[config.mk]
export PLATFORM = sky130hd
export DESIGN_NAME = osc_warmup_ctrl
export DESIGN_NICKNAME = d
export VERILOG_FILES = /design/src/rtl/wu_pkg.sv /design/src/rtl/wu_cfg_regs.sv /design/src/rtl/wu_prescaler.sv /design/src/rtl/wu_counter.sv /design/src/rtl/wu_ctrl.sv /design/src/rtl/osc_warmup_ctrl.sv
export SDC_FILE = /design/constraint.sdc
export NUM_CORES = 1
export LEC_CHECK = 0
export ABC_CLOCK_PERIOD_IN_PS = 2000
export BUFFER_PORTS_ARGS = -buffer_cell sky130_fd_sc_hd__buf_2
export CELL_PAD_IN_SITES_DETAIL_PLACEMENT = 2
export CELL_PAD_IN_SITES_GLOBAL_PLACEMENT = 2
export CORE_ASPECT_RATIO = 1.25
export CORE_MARGIN = 5
export CORE_UTILIZATION = 30
export DETAILED_ROUTE_END_ITERATION = 16
export PLACE_DENSITY_LB_ADDON = 0.3
export REMOVE_ABC_BUFFERS = 1
export SLEW_MARGIN = 20
export SYNTH_ARGS = -nofsm -noshare
export SYNTH_HDL_FRONTEND = slang
export SYNTH_SLANG_ARGS = --single-unit
[constraint.sdc]
create_clock -name clk -period 2 [get_ports clk]
set_clock_uncertainty 0.05 [all_clocks]
set_input_delay 0 -clock clk [delete_from_list [all_inputs] [get_ports clk]]
set_output_delay 0 -clock clk [all_outputs]
set_load 0.05 [all_outputs]
[src/rtl/wu_pkg.sv]
// Shared types and reset values for the oscillator warm-up timer.
// Assumes a single system clock domain; sources arrive as tick enables.
package wu_pkg;
    typedef enum logic [2:0] {
        ST_PORWAIT,  // held in reset, waiting for power-on release
        ST_POR,      // power-on warm-up, high-frequency source forced
        ST_IDLE,     // no warm-up running
        ST_SW,       // software-started warm-up
        ST_STOP,     // STOP entered from idle
        ST_FROZEN,   // STOP entered during a software warm-up
        ST_WAKE      // STOP-release warm-up
    } wu_state_e;

    localparam int unsigned WU_CNT_W   = 14;
    localparam int unsigned WU_CMP_W   = 8;
    localparam int unsigned WU_DIV_W   = 2;
    localparam logic [7:0]  WU_CMP_RST = 8'h66;
endpackage

[src/rtl/wu_cfg_regs.sv]
// Holds the source select, divide code and compare value.
// Assumes writes are single-cycle strobes; reset loads the defaults.
module wu_cfg_regs #(
    parameter int unsigned DIV_W   = 2,
    parameter int unsigned CMP_W   = 8,
    parameter logic [CMP_W-1:0] CMP_RST = 8'h66
) (
    input  logic             clk,
    input  logic             rst_n,
    input  logic             cfg_we,
    input  logic             cfg_src_lf,
    input  logic [DIV_W-1:0] cfg_div,
    input  logic             cmp_we,
    input  logic [CMP_W-1:0] cmp_val,
    output logic             src_lf_q,
    output logic [DIV_W-1:0] div_q,
    output logic [CMP_W-1:0] cmp_q
);
    // Source select and divide code register.
    always_ff @(posedge clk) begin
        if (!rst_n) begin
            src_lf_q <= 1'b0;
            div_q    <= '1;
        end else if (cfg_we) begin
            src_lf_q <= cfg_src_lf;
            div_q    <= cfg_div;
        end
    end

    // Compare value register.
    always_ff @(posedge clk) begin
        if (!rst_n)      cmp_q <= CMP_RST;
        else if (cmp_we) cmp_q <= cmp_val;
    end
endmodule

[src/rtl/wu_prescaler.sv]
// Divides the selected source tick by 2^div and emits counter-input ticks.
// Assumes clr and run come from the controller; clr wins over run.
module wu_prescaler #(
    parameter int unsigned DIV_W = 2
) (
    input  logic             clk,
    input  logic             rst_n,
    input  logic             clr,
    input  logic             run,
    input  logic             src_tick,
    input  logic [DIV_W-1:0] div,
    output logic             out_tick
);
    localparam int unsigned PRE_W = (1 << DIV_W) - 1;

    logic [PRE_W-1:0] pre_q;
    logic [PRE_W-1:0] mask;

    // Low 'div' bits all set marks the last source tick of a period.
    always_comb begin
        mask     = (PRE_W'(1) << div) - PRE_W'(1);
        out_tick = run && src_tick && ((pre_q & mask) == mask);
    end

    // Free-running source tick count, cleared at each warm-up start.
    always_ff @(posedge clk) begin
        if (!rst_n || clr)         pre_q <= '0;
        else if (run && src_tick)  pre_q <= pre_q + PRE_W'(1);
    end

    a_r2_tick_needs_source: assert property (@(posedge clk) disable iff (!rst_n)
        out_tick |-> (src_tick && run));
endmodule

[src/rtl/wu_counter.sv]
// Warm-up counter: counts input ticks and flags when the upper bits reach
// the compare value. A compare of zero matches on the first tick.
module wu_counter #(
    parameter int unsigned CNT_W = 14,
    parameter int unsigned CMP_W = 8
) (
    input  logic             clk,
    input  logic             rst_n,
    input  logic             clr,
    input  logic             tick,
    input  logic [CMP_W-1:0] cmp,
    output logic [CNT_W-1:0] cnt_q,
    output logic             match
);
    localparam int unsigned LSB = CNT_W - CMP_W;

    logic [CNT_W-1:0] cnt_nxt;

    // Match is judged on the value the current tick produces.
    always_comb begin
        cnt_nxt = cnt_q + CNT_W'(1);
        match   = tick && ((cnt_nxt[CNT_W-1:LSB] == cmp) || (cmp == '0));
    end

    // Counter register; holds whenever no tick arrives.
    always_ff @(posedge clk) begin
        if (!rst_n || clr) cnt_q <= '0;
        else if (tick)     cnt_q <= cnt_nxt;
    end
endmodule

[src/rtl/wu_ctrl.sv]
// Sequencer for power-on, software and STOP-release warm-ups.
// Assumes event inputs are single-cycle pulses; match wins over stop_enter.
module wu_ctrl
    import wu_pkg::*;
(
    input  logic clk,
    input  logic rst_n,
    input  logic por_release,
    input  logic sw_start,
    input  logic stop_enter,
    input  logic stop_release,
    input  logic sys_on_lf,
    input  logic cfg_src_lf,
    input  logic hf_tick,
    input  logic lf_tick,
    input  logic match,
    output logic clr,
    output logic run,
    output logic src_tick,
    output logic hold_rst,
    output logic done,
    output logic busy
);
    wu_state_e state_q, state_d;
    logic      stop_lf_q;

    // Next-state logic and start (clear) detection.
    always_comb begin
        state_d = state_q;
        clr     = 1'b0;
        unique case (state_q)
            ST_PORWAIT: if (por_release) begin state_d = ST_POR; clr = 1'b1; end
            ST_POR:     if (match) state_d = ST_IDLE;
            ST_IDLE: begin
                if (stop_enter)    state_d = ST_STOP;
                else if (sw_start) begin state_d = ST_SW; clr = 1'b1; end
            end
            ST_SW: begin
                if (match)           state_d = ST_IDLE;
                else if (stop_enter) state_d = ST_FROZEN;
            end
            ST_STOP:    if (stop_release) begin state_d = ST_WAKE; clr = 1'b1; end
            ST_FROZEN:  if (stop_release) state_d = ST_WAKE;
            ST_WAKE:    if (match) state_d = ST_IDLE;
            default:    state_d = ST_IDLE;
        endcase
    end

    // Source selection per warm-up path and the running/busy indications.
    always_comb begin
        run  = (state_q == ST_POR) || (state_q == ST_SW) || (state_q == ST_WAKE);
        busy = run || (state_q == ST_FROZEN);
        unique case (state_q)
            ST_SW:   src_tick = cfg_src_lf ? lf_tick : hf_tick;
            ST_WAKE: src_tick = stop_lf_q  ? lf_tick : hf_tick;
            default: src_tick = hf_tick;
        endcase
    end

    // State register.
    always_ff @(posedge clk) begin
        if (!rst_n) state_q <= ST_PORWAIT;
        else        state_q <= state_d;
    end

    // Capture which clock drove the system at STOP entry.
    always_ff @(posedge clk) begin
        if (!rst_n)          stop_lf_q <= 1'b0;
        else if (stop_enter && (state_q == ST_IDLE || state_q == ST_SW))
                             stop_lf_q <= sys_on_lf;
    end

    // Reset hold released only by the power-on match; done pulse register.
    always_ff @(posedge clk) begin
        if (!rst_n) begin
            hold_rst <= 1'b1;
            done     <= 1'b0;
        end else begin
            done <= match && run;
            if (state_q == ST_POR && match) hold_rst <= 1'b0;
        end
    end

    a_r7_done_single: assert property (@(posedge clk) disable iff (!rst_n)
        done |=> !done);
    a_r7_done_not_busy: assert property (@(posedge clk) disable iff (!rst_n)
        done |-> !busy);
    a_r7_busy_starts_on_clear: assert property (@(posedge clk) disable iff (!rst_n)
        $rose(busy) |-> $past(clr));
    a_r4_hold_falls_with_done: assert property (@(posedge clk) disable iff (!rst_n)
        $fell(hold_rst) |-> done);
    a_r4_hold_never_rises: assert property (@(posedge clk) disable iff (!rst_n)
        !$rose(hold_rst));
endmodule

[src/rtl/osc_warmup_ctrl.sv]
// Top level of the oscillator warm-up timer: settings, sequencer,
// prescaler and 14-stage counter. Single clock, synchronous active-low reset.
module osc_warmup_ctrl
    import wu_pkg::*;
#(
    parameter int unsigned CNT_W = WU_CNT_W,
    parameter int unsigned CMP_W = WU_CMP_W,
    parameter int unsigned DIV_W = WU_DIV_W,
    parameter logic [CMP_W-1:0] CMP_RST = WU_CMP_RST
) (
    input  logic             clk,
    input  logic             rst_n,
    input  logic             hf_tick,
    input  logic             lf_tick,
    input  logic             cfg_we,
    input  logic             cfg_src_lf,
    input  logic [DIV_W-1:0] cfg_div,
    input  logic             cmp_we,
    input  logic [CMP_W-1:0] cmp_val,
    input  logic             por_release,
    input  logic             sw_start,
    input  logic             stop_enter,
    input  logic             stop_release,
    input  logic             sys_on_lf,
    output logic             hold_rst,
    output logic             wu_done,
    output logic             wu_busy
);
    logic             src_lf_q;
    logic [DIV_W-1:0] div_q;
    logic [CMP_W-1:0] cmp_q;
    logic             clr, run, src_tick, cnt_tick, match;
    logic [CNT_W-1:0] cnt_q;

    wu_cfg_regs #(.DIV_W(DIV_W), .CMP_W(CMP_W), .CMP_RST(CMP_RST)) u_cfg (
        .clk(clk), .rst_n(rst_n), .cfg_we(cfg_we), .cfg_src_lf(cfg_src_lf),
        .cfg_div(cfg_div), .cmp_we(cmp_we), .cmp_val(cmp_val),
        .src_lf_q(src_lf_q), .div_q(div_q), .cmp_q(cmp_q)
    );

    wu_ctrl u_ctrl (
        .clk(clk), .rst_n(rst_n), .por_release(por_release), .sw_start(sw_start),
        .stop_enter(stop_enter), .stop_release(stop_release), .sys_on_lf(sys_on_lf),
        .cfg_src_lf(src_lf_q), .hf_tick(hf_tick), .lf_tick(lf_tick), .match(match),
        .clr(clr), .run(run), .src_tick(src_tick), .hold_rst(hold_rst),
        .done(wu_done), .busy(wu_busy)
    );

    wu_prescaler #(.DIV_W(DIV_W)) u_pre (
        .clk(clk), .rst_n(rst_n), .clr(clr), .run(run), .src_tick(src_tick),
        .div(div_q), .out_tick(cnt_tick)
    );

    wu_counter #(.CNT_W(CNT_W), .CMP_W(CMP_W)) u_cnt (
        .clk(clk), .rst_n(rst_n), .clr(clr), .tick(cnt_tick), .cmp(cmp_q),
        .cnt_q(cnt_q), .match(match)
    );

    a_r6_count_frozen_when_idle: assert property (@(posedge clk) disable iff (!rst_n)
        (!run && !clr) |=> $stable(cnt_q));
endmodule

==> results of run 1 <==
## power by group through the flow
stage | logic, µW | registers [µW] | clock network [µW]
floorplan | 249 | 777 | 0
global placement | 443 | 774 | 0
detailed placement | 461 | 775 | 0
CTS | 502 | 762 | 515
global route | 559 | 769 | 544
finish | 517 | 764 | 507
## registers in the layout (all words and copies together) (netlist names)
register,cells
u_cnt.cnt_q,14
u_cfg.cmp_q,8
u_ctrl.state_q,3
u_pre.pre_q,3
u_cfg.div_q,2
u_cfg.src_lf_q,1
u_ctrl.done,1
u_ctrl.hold_rst,1
u_ctrl.stop_lf_q,1
## placed cells by master (no fill, tap or decap), types with 3 or more instances in the layout
cell type,netlist,routed
dfxtp_1,34,19
clkbuf_8,0,5
xor2_1,3,3
nand2_1,22,22
buf_4,3,35
nor4_2,1,3
dfxtp_2,0,11
nor2_1,31,30
o21ai_0,4,3
inv_1,3,3
a32oi_1,3,3
mux2i_1,13,13
xnor2_1,22,21
nor2b_1,4,4
nor4_1,10,7
nor3_1,8,6
nand3_1,7,6
a21oi_1,9,8
dlygate4sd3_1,0,21
buf_2,2,24
dfxtp_4,0,4
## worst max-delay path by stage
stage	start	endpoint	slack (ns)	cells after the start
final	u_cnt.cnt_q[6]	u_ctrl.done	-0.07	6
after detailed placement	u_ctrl.state_q[0]	u_ctrl.done	-0.10	6
after CTS	u_cnt.cnt_q[9]	u_ctrl.done	-0.02	6
after global placement	u_cnt.cnt_q[10]	u_ctrl.done	-0.09	7
after floorplan	u_ctrl.state_q[0]	u_ctrl.done	-0.31	6
after global routing	u_cnt.cnt_q[6]	u_ctrl.done	-0.16	6
## what timing repair did
action,CTS,global route
setup buffers,1,1
endpoints found under the hold margin,12,0
gates resized for setup,32,13
hold buffers,21,0
pin swaps,7,2
endpoints found under the setup margin,6,8
## per-stage QoR
stage               hold WS (ns)  std cells  area (µm²)
floorplan                 0.0119        214        1850
global placement           0.167        356        2330
detailed placement         0.177        356        2330
CTS                        0.101        385        2730
global route               0.115        386        2790
finish                     0.102        386        2790
## routing by layer
layer	share of wire, %	vias up
li1	-	959
met1	39	1011
met2	57	25
met3	1.7	11
met4	2.3	0
met5	0	-
## kinds of logic after synthesis
group | synth area share, %
buffers and inverters | 3.67
adder cells (fa/ha/maj) | 1.31
flip-flops | 35.6
multiplexers | 6.81
XOR/XNOR | 11.5
AND/OR/NAND/NOR | 28.9
AO/OA/AOI/OAI | 12.2
## worst max-delay path, cell delays in order (launching register included)
cell and delay [ns]:
dfxtp_2 0.37, nand4_4 0.16, nor4_4 0.25, xnor2_1 0.13, or4_1 0.48, or4_1 0.41
a21oi_1 0.14
## area by class of cell
| cell class | instances | share of cell area (%) |
|---|---|---|
| Sequential cell | 34 | 25.4 |
| Timing Repair Buffer | 80 | 21.2 |
| Tap cell | 85 | 3.81 |
| Clock buffer | 5 | 2.46 |
| Inverter | 3 | 0.403 |
| Clock inverter | 2 | 0.358 |
| Multi-Input combinational cell | 177 | 46.3 |
==> out/metrics.yaml, run 1 <==
max_slew_margin_pct: 72.6
yosysSeqAreaShare_pct: 35.6
layout-drive-gt1-share_pct: 35.5
yosysTopAreaCellShare_pct: 35.6
area.sequential_um2: 709
internal_power_uw: 1180
drc: 0
insertion_delay_ns: 0.30
min_period_ns: 2.07
area_delta_synth_final_pct: 46.2
multi_input_area_um2: 1290
combPwrFrac_pct: 28.9
std_cell_rows: 32
maxCapViolations: 0
clkPwrFrac_pct: 28.3
final_max_slew_viol_count: 0
cts_buffers: 5
reg2reg_to: "u_ctrl.done"
cts_root_buf: "clkbuf_8"
io_buffers: 24
final.setup.worst_slack_ns: -0.0681
syn_inst: 226
fin_util_pct: 45.0
whs_endpoint: "u_cfg.cmp_q[0]"
crit_type: "register to register"
met1_usage_pct: 20.0
antenna_cells: 0
cts_tree: "done"
wirelength_um: 7610
grtUsageMet3_pct: 2.63
vdd_drop_max_mv: 0.372
setup_viol: 1
top_usage_layer: "met2"
dieArea_um2: 8070
gr-total-overflow: 0
grt_max_degree: 18
avgSynthCellArea_um2: 8.45
finalSetupTns_ns: -0.0681
path_max_fanout: 3
dp_slack_ns: -0.102
synth-seq-cells: 34
grt_pass1_vias: 2344
ff2ff_path_depth: 6
crit_path_end_kind: "register"
die_height_um: 99.2
worstMarginPinSlew_ns: 0.407
synth-edff-count: 0
wl_per_cell_um: 19.7
crit_arrival_ns: 2.24
hp-start: "cmp_we"
syn-cell-area_um2: 1910
fin_nets: 325
num_io_pins: 25
power.total_uw: 1790
start_util_pct: 30.8
gp_congestion: 0.758
synth_common_cells: "dfxtp_1, nor2_1, nand2_1, xnor2_1, mux2i_1"
clkTransAtPathRegs_ns: 0.07
violations: "negative setup slack"
yosys_warnings: 0
grt.total_usage_pct: 20.0
cts_sinks: 34
htreeDepth: 2
synthDistinctLibCells: 47
vias_per_cell: 5.20
fillers: 681
synth_area_leaders: "dfxtp_1, xnor2_1, mux2i_1"
holdPathStages: 3
rsz0062_at_grt: "true"
core_area_um2: 6210
fmax_ghz: 0.484
grt_pass1_wl_um: 12100
ff2ff_setup_slack_ns: -0.07
timing.rr.start: "u_cnt.cnt_q[6]"
die_width_um: 81.4
yosysMostFrequentCell: "dfxtp_1"
drtIter0Drc: 54
layout_worst_path_cycle_share_pct: 103
p_sw_uw: 606
cp-start-kind: "register"
powerDensity_nw_per_um2: 640
dp_hpwl_um: 4990
synth_top_area_cell: "dfxtp_1"
power.share.sequential_pct: 42.7
synth_flop_cell: "dfxtp_1"
antenna_found_initial: 0
finalHoldViolations: 0
vias: 2006
met2_usage_pct: 40.2
swShare_pct: 33.9
async_flop_share_pct: 0
status: "finished, violations left"
firstDrtPassIters: 4
clk_path_buf_depth: 2
cp_data_required_time_ns: 2.17
hold_path.class: "input pin to register"
p_leak_uw: 0.00103
detail-route-antenna-nets: 0
(Power assumes the default switching activity.)
==> run 2, diff against run 1 <==
BUFFER_PORTS_ARGS = -buffer_cell sky130_fd_sc_hd__buf_4   (was -buffer_cell sky130_fd_sc_hd__buf_2)
PLACE_DENSITY_LB_ADDON = 0.12   (was 0.3)
==> out/metrics.yaml, run 2 (synthesis gave the netlist of run 1 again) <==
layout_worst_path_cycle_share_pct: 104  # +1.1 points
vias_per_cell: 5.21  # +0.27%
vias: 2001  # -0.25%
area_delta_synth_final_pct: 48.8
layout_common_cells: "buf_4, nor2_1, nand2_1, dlygate4sd3_1, dfxtp_1"
finalSetupTns_ns: -0.132  # -0.0634 ns
start_util_pct: 30.8  # unchanged
finalHoldViolations: 0  # unchanged
cts_sinks: 34  # unchanged
clk_path_buf_depth: 2  # unchanged
cp-start-kind: "register"
num_io_pins: 25  # unchanged
cts_buffers: 5  # unchanged
core_area_um2: 6210  # unchanged
reg2reg_to: "u_ctrl.done"
largest_register_ffs: 14  # unchanged
final.setup.worst_slack_ns: -0.0897  # -0.0215 ns
insertion_delay_ns: 0.28  # -0.02 ns
htreeDepth: 2  # unchanged
ff2ff_setup_slack_ns: -0.09  # -0.02 ns
detail-route-antenna-nets: 0  # unchanged
place_inst: 353  # -0.84%
fmax_ghz: 0.479  # -1.0%
wl_per_cell_um: 18.5  # -6.2%
drc: 0  # unchanged
die_width_um: 81.4  # unchanged
timing.critical_path.from: "u_cnt.cnt_q[7]"
min_period_ns: 2.09  # +0.0215 ns
clkTransAtPathRegs_ns: 0.07  # about the same
grt_pass1_wl_um: 11500  # -5.4%
fin_util_pct: 45.8  # +0.81 points
violations: "negative setup slack"
wirelength_um: 7110  # -6.6%
crit_end: "u_ctrl.done"
largest_registers: "u_cnt.cnt_q x14, u_cfg.cmp_q x8"
cts_root_buf: "clkbuf_8"
setup_viol: 3  # +2
vdd_drop_max_mv: 0.361  # -2.9%
hold_path.class: "input pin to register"
p_leak_uw: 0.00106  # +2.8%
fin_nets: 322  # -0.92%
crit_type: "register to register"
crit_path_end_kind: "register"
maxCapViolations: 0  # unchanged
timing.rr.start: "u_cnt.cnt_q[7]"
antenna_cells: 0  # unchanged
die_height_um: 99.2  # unchanged
firstDrtPassIters: 4  # unchanged
crit_arrival_ns: 2.25  # about the same
dp_hpwl_um: 4510  # -9.6%
critPathMaxStageDelay_ns: 0.51  # +0.03 ns
cpMaxStageDelayCell: "or4_1"
final_max_slew_viol_count: 0  # unchanged
stdcell_count: 384  # -0.52%
final_area_um2: 2840  # +1.8%
dp_slack_ns: -0.144  # -0.0425 ns
worstMarginPinSlew_ns: 0.463  # +0.0559 ns
cp_data_required_time_ns: 2.16  # about the same
io_buffers: 24  # unchanged
gr-total-overflow: 0  # unchanged
ff2ff_path_depth: 7  # +1
grt_pass1_vias: 2254  # -3.8%
final_common_cell: "buf_4"
gp_congestion: 0.758  # about the same
drtIter0Drc: 72  # +33%
status: "finished, violations left"
cp_cell_sequence: "buf_4 > and4_2 > nand2_1 > xnor2_2 > a21boi_0 > or4_1 > a21oi_1"
dieArea_um2: 8070  # unchanged
rsz0062_at_grt: "true"
antenna_found_initial: 0  # unchanged
largest-register: "u_cnt.cnt_q"
grt_max_degree: 18  # unchanged
cts_tree: "done"
layout-drive-gt1-share_pct: 33.1  # -2.4 points
dpl-instance-area_um2: 2360  # +1.6%
path_max_fanout: 9  # +6
grt.total_usage_pct: 18.3  # -1.7 points
max_slew_margin_pct: 68.8  # -3.8 points
std_cell_rows: 32  # unchanged
powerDensity_nw_per_um2: 643  # +0.46%
[run 2: cell types whose count changed in the layout (fill, tap and decap cells not counted), moves of 2 or more]
cell and delta:
dfxtp_4 +2, dfxtp_1 +2, dfxtp_2 -4, buf_2 -24, buf_4 +21
[run 2: final cells by class]
| class | count | area (µm²) |
|---|---|---|
| fillers | 683 | 3360 |
| multi-input cells | 177 | 1290 |
| flip-flops and latches | 34 | 712 |
| repair buffers | 77 | 631 |
| well taps | 85 | 106 |
| clock buffers | 7 | 86.3 |
| inverters | 3 | 11.3 |
| clock inverters | 1 | 5.00 |
[run 2: through the flow]
step | hold WS (ns) | power (µW)
final | 0.0317 | 1830
after global routing | 0.0596 | 1940
after CTS | 0.0334 | 1830
after detailed placement | 0.172 | 1240
after global placement | 0.169 | 1230
after floorplan | 0.0119 | 1030
[run 2: repair_timing]
item,4_1_cts,5_1_grt
pin swaps,6,1
endpoints found under the hold margin,12,0
resized for setup,32,9
endpoints found under the setup margin,5,7
setup buffers,2,0
hold buffers,21,0
[run 2: worst min-delay path by stage]
stage,endpoint,from,depth (start not counted)
finish,u_ctrl.state_q[2],rst_n,3
detailed placement,u_cfg.div_q[0],cfg_div[0],3
floorplan,u_cfg.cmp_q[1],rst_n,1
global route,u_cfg.cmp_q[0],cmp_we,3
global placement,u_cfg.cmp_q[5],cmp_val[5],3
CTS,u_cfg.cmp_q[0],cmp_we,3
[run 2: worst max-delay path: cells and delay by family, from the launching register on]
family                    cells  cell delay, ns
and+or+nand+nor               3            0.89
DFF                           1            0.36
AOI/OAI and AO/OA             2            0.31
xor gates and xnor gates      1            0.22
buffers and inverters         1            0.18
[run 2: per-layer routing]
layer	vias up	routed length (µm)	track usage (%)
met5	-	0	0
met4	0	128	4.29
met3	13	249	2.99
met2	44	3920	34.8
met1	991	2810	20.5
li1	953	-	-
[run 2: where the power goes]
group          switching, µW  internal (µW)
sequential              46.9            707
clock                    260            278
combinational            283            253
